<file path="src/rtl/wpx_pkg.sv">
package wpx_pkg;

    localparam int unsigned LANE_W  = 12;
    localparam int unsigned N_LANES = 2;

    // One registered drive flag per port, 1 = port drives its data
    typedef struct packed {
        logic a;
        logic b1;
        logic b2;
    } drive_t;

    localparam drive_t DRIVE_OFF = '{a: 1'b0, b1: 1'b0, b2: 1'b0};

    function automatic drive_t drive_from_req_n(input logic a_n, input logic b1_n, input logic b2_n);
        drive_t d;
        d.a  = ~a_n;
        d.b1 = ~b1_n;
        d.b2 = ~b2_n;
        return d;
    endfunction

endpackage

</file>
<file path="src/rtl/wpx_lane_reg.sv">
module wpx_lane_reg #(
    parameter int unsigned W = wpx_pkg::LANE_W
) (
    input  logic         clk,
    input  logic         load_n,
    input  logic [W-1:0] d,
    output logic [W-1:0] q
);

    always_ff @(posedge clk) begin
        if (!load_n) begin
            q <= d;
        end
    end

endmodule

</file>
<file path="src/rtl/wpx_return_reg.sv">
module wpx_return_reg #(
    parameter int unsigned W = wpx_pkg::LANE_W
) (
    input  logic         clk,
    input  logic         pick_first,
    input  logic [W-1:0] first_in,
    input  logic [W-1:0] second_in,
    output logic [W-1:0] q
);

    logic [W-1:0] chosen;

    always_comb begin
        chosen = pick_first ? first_in : second_in;
    end

    always_ff @(posedge clk) begin
        q <= chosen;
    end

endmodule

</file>
<file path="src/rtl/wpx_drive_ctl.sv">
module wpx_drive_ctl
    import wpx_pkg::*;
#(
    parameter bit HAS_RESET = 1'b0
) (
    input  logic   clk,
    input  logic   rst,
    input  drive_t req,
    output drive_t q
);

    generate
        if (HAS_RESET) begin : g_rst
            always_ff @(posedge clk) begin
                if (rst) begin
                    q <= DRIVE_OFF;
                end else begin
                    q <= req;
                end
            end
        end else begin : g_norst
            logic unused_rst;
            assign unused_rst = rst;
            always_ff @(posedge clk) begin
                q <= req;
            end
        end
    endgenerate

endmodule

</file>
<file path="src/rtl/word_pair_exchanger.sv">
module word_pair_exchanger
    import wpx_pkg::*;
#(
    parameter int unsigned W         = LANE_W,
    parameter bit          HAS_RESET = 1'b0
) (
    input  logic         clk,
    input  logic         rst,
    input  logic [W-1:0] a_in,
    input  logic [W-1:0] b1_in,
    input  logic [W-1:0] b2_in,
    input  logic         ld1_n,
    input  logic         ld2_n,
    input  logic         sel_b1,
    input  logic         a_en_n,
    input  logic         b1_en_n,
    input  logic         b2_en_n,
    output logic [W-1:0] a_out,
    output logic         a_oe,
    output logic [W-1:0] b1_out,
    output logic         b1_oe,
    output logic [W-1:0] b2_out,
    output logic         b2_oe
);

    localparam int unsigned LANES = N_LANES;

    logic [LANES-1:0] load_n_vec;
    logic [W-1:0]     lane_q [LANES];
    drive_t           drive_req;
    drive_t           drive_q;

    assign load_n_vec = {ld2_n, ld1_n};

    // Forward direction: one lane register per wide-side port
    generate
        for (genvar g = 0; g < LANES; g++) begin : g_lane
            wpx_lane_reg #(.W(W)) u_lane (
                .clk    (clk),
                .load_n (load_n_vec[g]),
                .d      (a_in),
                .q      (lane_q[g])
            );
        end
    endgenerate

    assign b1_out = lane_q[0];
    assign b2_out = lane_q[1];

    // Return direction: single register fed by the selected lane input
    wpx_return_reg #(.W(W)) u_return (
        .clk        (clk),
        .pick_first (sel_b1),
        .first_in   (b1_in),
        .second_in  (b2_in),
        .q          (a_out)
    );

    // Registered drive flags
    assign drive_req = drive_from_req_n(a_en_n, b1_en_n, b2_en_n);

    wpx_drive_ctl #(.HAS_RESET(HAS_RESET)) u_drive (
        .clk (clk),
        .rst (rst),
        .req (drive_req),
        .q   (drive_q)
    );

    assign a_oe  = drive_q.a;
    assign b1_oe = drive_q.b1;
    assign b2_oe = drive_q.b2;

endmodule

</file>
<file path="config.mk">
export PLATFORM = sky130hd
export DESIGN_NAME = word_pair_exchanger
export DESIGN_NICKNAME = d
export VERILOG_FILES = /design/src/rtl/wpx_pkg.sv /design/src/rtl/wpx_lane_reg.sv /design/src/rtl/wpx_return_reg.sv /design/src/rtl/wpx_drive_ctl.sv /design/src/rtl/word_pair_exchanger.sv
export SDC_FILE = /design/constraint.sdc
export NUM_CORES = 1
export LEC_CHECK = 0
export ABC_AREA = 1
export BUFFER_PORTS_ARGS = -buffer_cell sky130_fd_sc_hd__buf_2
export CORE_MARGIN = 2
export CORE_UTILIZATION = 42
export CTS_BUF_LIST = sky130_fd_sc_hd__clkbuf_2 sky130_fd_sc_hd__clkbuf_4 sky130_fd_sc_hd__clkbuf_8
export DETAILED_ROUTE_END_ITERATION = 7
export PLACE_DENSITY = 0.83
export SYNTH_ARGS = -nofsm -noshare
export SYNTH_HDL_FRONTEND = slang
export SYNTH_SLANG_ARGS = --single-unit
</file>
<file path="constraint.sdc">
create_clock -name clk -period 0.9 [get_ports clk]
set_input_delay 0.18 -clock clk [delete_from_list [all_inputs] [get_ports clk]]
set_output_delay 0.18 -clock clk [all_outputs]
set_load 0.05 [all_outputs]
</file>
==> impl_metrics.csv <==
group,metric,value,unit
place,io_buffers,81,
worst_hold_path,hold_path.class,"input port to flip-flop",
setup_path,criticalPathCategory,"flip-flop to output pin",
setup_path,slowest_delay,0.42,ns
sta,finalHoldViolCount,0,
floorplanning,top_level_ports,83,
logic_synthesis,synth_ff_type,"edfxtp_1",
pwr,power.leakage,1.001,nW
pwr,worst_ir_drop_vdd,0.002018,V
sta,period_share,124.0,%
detailed_routing,firstDrtPassIters,3,
setup_path,worstPathMaxFanout,1,
logic_synthesis,yosys.area.top_type_share,60.19,%
worst_hold_path,min_path_cells,1,
logic_synthesis,ys_ff_latch,39,
clock_tree,cts_buffers,5,
global_routing,grtUsageTotal,19.28,%
place,place_hpwl,1.783,mm
sta,min_period,1.116,ns
global_routing,grt-ovfl-total,0,
finish,utilization,76.38,%
logic_synthesis,synth_cells,83,
pwr,p_total,4.264,mW
clock_tree,cts_tree,"built",
detailed_routing,drc,0,
sta,setup_slack,-0.2161,ns
setup_path,path_buf_inv,1,
logic_synthesis,synth_area_leaders,"edfxtp_1 (60%), dfxtp_1 (25%), nand2_1 (11%)",
detailed_routing,wire_per_inst,13.41,um
place,place_area,0.001660,mm2
logic_synthesis,avgSynthCellArea,14.43,um2
logic_synthesis,synth_edf_count,24,
place,place_congestion,0.6940,
detailed_routing,via_per_inst,4.538,
floorplanning,core-area,0.002734,mm2
finish,diodes,0,
sta,fin_tns_setup,-6.131,ns
run_status,failed_checks,"negative setup slack",
logic_synthesis,yosysWarnings,0,
job,cap_violations,0,
floorplanning,num_rows,19,
finish,drive_gt1_share,60.89,%
sta,max_slew_margin,88.48,%
pwr,powerDensity,2042,mW/mm2
sta,worst_slew_pin_slew,0.1725,ns
finish,final_cell_area,0.002088,mm2
setup_path,worstPathRequired,0.72,ns
logic_synthesis,synth-seq-area-share,85.27,%
logic_synthesis,yosysTopAreaCell,"edfxtp_1",
clock_tree,htreeDepth,2,
detailed_routing,drt_first_iter_violations,17,
sta,finalSetupViolations,39,
floorplanning,die_y,57.40,um
sta,final_max_slew_viol_count,0,
sta,rsz0062_at_grt,"true",
setup_path,slowest_stage,"edfxtp_1",
setup_path,critPathTopFamily,"flip-flops",
floorplanning,dieArea,0.003294,mm2
logic_synthesis,synth_cell_types,7,
logic_synthesis,yosysMostFrequentCell,"nand2_1",
sta,fmax,0.8959,GHz
detailed_routing,ant_nets,0,
setup_path,crit_path_cell_trace,"buf_6",
logic_synthesis,syn_nets,127,
detailed_routing,num_vias,953,
floorplanning,die_x,57.40,um
global_routing,grt_antenna_before_repair,0,
run_status,status,"finished with violations",
detailed_routing,routed_wl,2.816,mm
setup_path,start_kind,"flip-flop",
finish,final_nets,222,
clock_tree,cts_sinks,39,
floorplanning,initial_core_util,43.80,%
setup_path,end_kind,"output pin",
clock_tree,clockRootBuffer,"clkbuf_4",
setup_path,arrival,0.94,ns
finish,area_growth,74.40,%
clock_tree,clk_path_buf_depth,2,
logic_synthesis,async_flop_share,0,%
global_routing,grt_pass1_vias,972,
logic_synthesis,synthTopCellsByCount,"nand2_1 (36), edfxtp_1 (24), dfxtp_1 (15)",
global_routing,grt_pass1_wl,4.581,mm
global_routing,grt_max_degree,13,
setup_path,cp.depth,1,
clock_tree,clk_pin_slew_worst_paths,0.11,ns
logic_synthesis,synthesis.area,0.001197,mm2
-- layout by cell type, fill, tap and decap left out --
master         netlist  routed
buf_2                0      42
buf_4                1       5
buf_6                1      26
buf_8                0      13
bufinv_16            0       1
clkbuf_4             0       5
clkinv_1             0       1
clkinv_2             0       1
dfxtp_2              0      15
dlygate4sd3_1        0       4
edfxtp_1            24      24
inv_1                5       5
inv_2                1       1
nand2_1             36      36
-- sequential cells by signal, indices dropped and copies added, names as in the netlist --
| name | count |
|---|---|
| g_lane.u_lane.q | 24 |
| u_drive.q | 3 |
| u_return.q | 12 |
-- per-layer routing --
layer  wire length, um  global-route usage, %
met1              1032                  21.39
met4                51                  7.973
met2              1303                  30.68
met3               429                  10.66
met5                 0                      0
-- area by class of cell --
cell class / count / area [um2]
fill: 150 / 645.6
clock inverter: 3 / 38.79
timing repair buffer: 90 / 775.7
multi-input combinational: 36 / 135.1
sequential: 39 / 1040
inverter: 6 / 22.52
clock buffer: 5 / 37.54
tap: 31 / 38.79
-- report_power, final --
| group | internal [mW] | leakage (nW) | switching (mW) |
|---|---|---|---|
| Combinational | 0.393 | 0.596 | 0.630 |
| Sequential | 2.05 | 0.362 | 0.0759 |
| Clock | 0.571 | 0.0426 | 0.541 |
| Total | 3.02 | 1.00 | 1.25 |
-- metrics by stage --
step	cells	hold WS, ns	setup slack, ns
after floorplan	83	0.2365	0.1194
after global placement	198	0.3328	0.1153
after detailed placement	198	0.3323	0.1045
after CTS	209	0.004875	-0.2226
after global routing	210	0.001805	-0.2720
final	210	0.02270	-0.2161
-- final timing paths --
| check | start | to |
|---|---|---|
| setup / recovery | g_lane[0].u_lane.q[6]$_DFFE_PN_ | b1_out[6] |
| hold / removal | a_in[10] | g_lane[1].u_lane.q[10]$_DFFE_PN_ |
-- timing repair --
action / in CTS / in global routing
pin swaps: 0 / 0
hold buffers: 3 / 1
endpoints found under the hold margin: 3 / 2
resized for setup: 105 / 1
setup endpoints to repair: 39 / 39
setup buffers: 0 / 0
-- kinds of logic after synthesis --
logic type	synth area share [%]
buffers and inverters	3.448
AND/OR/NAND/NOR	11.29
flip-flops	85.27
Power figures use the tool's default switching activity.
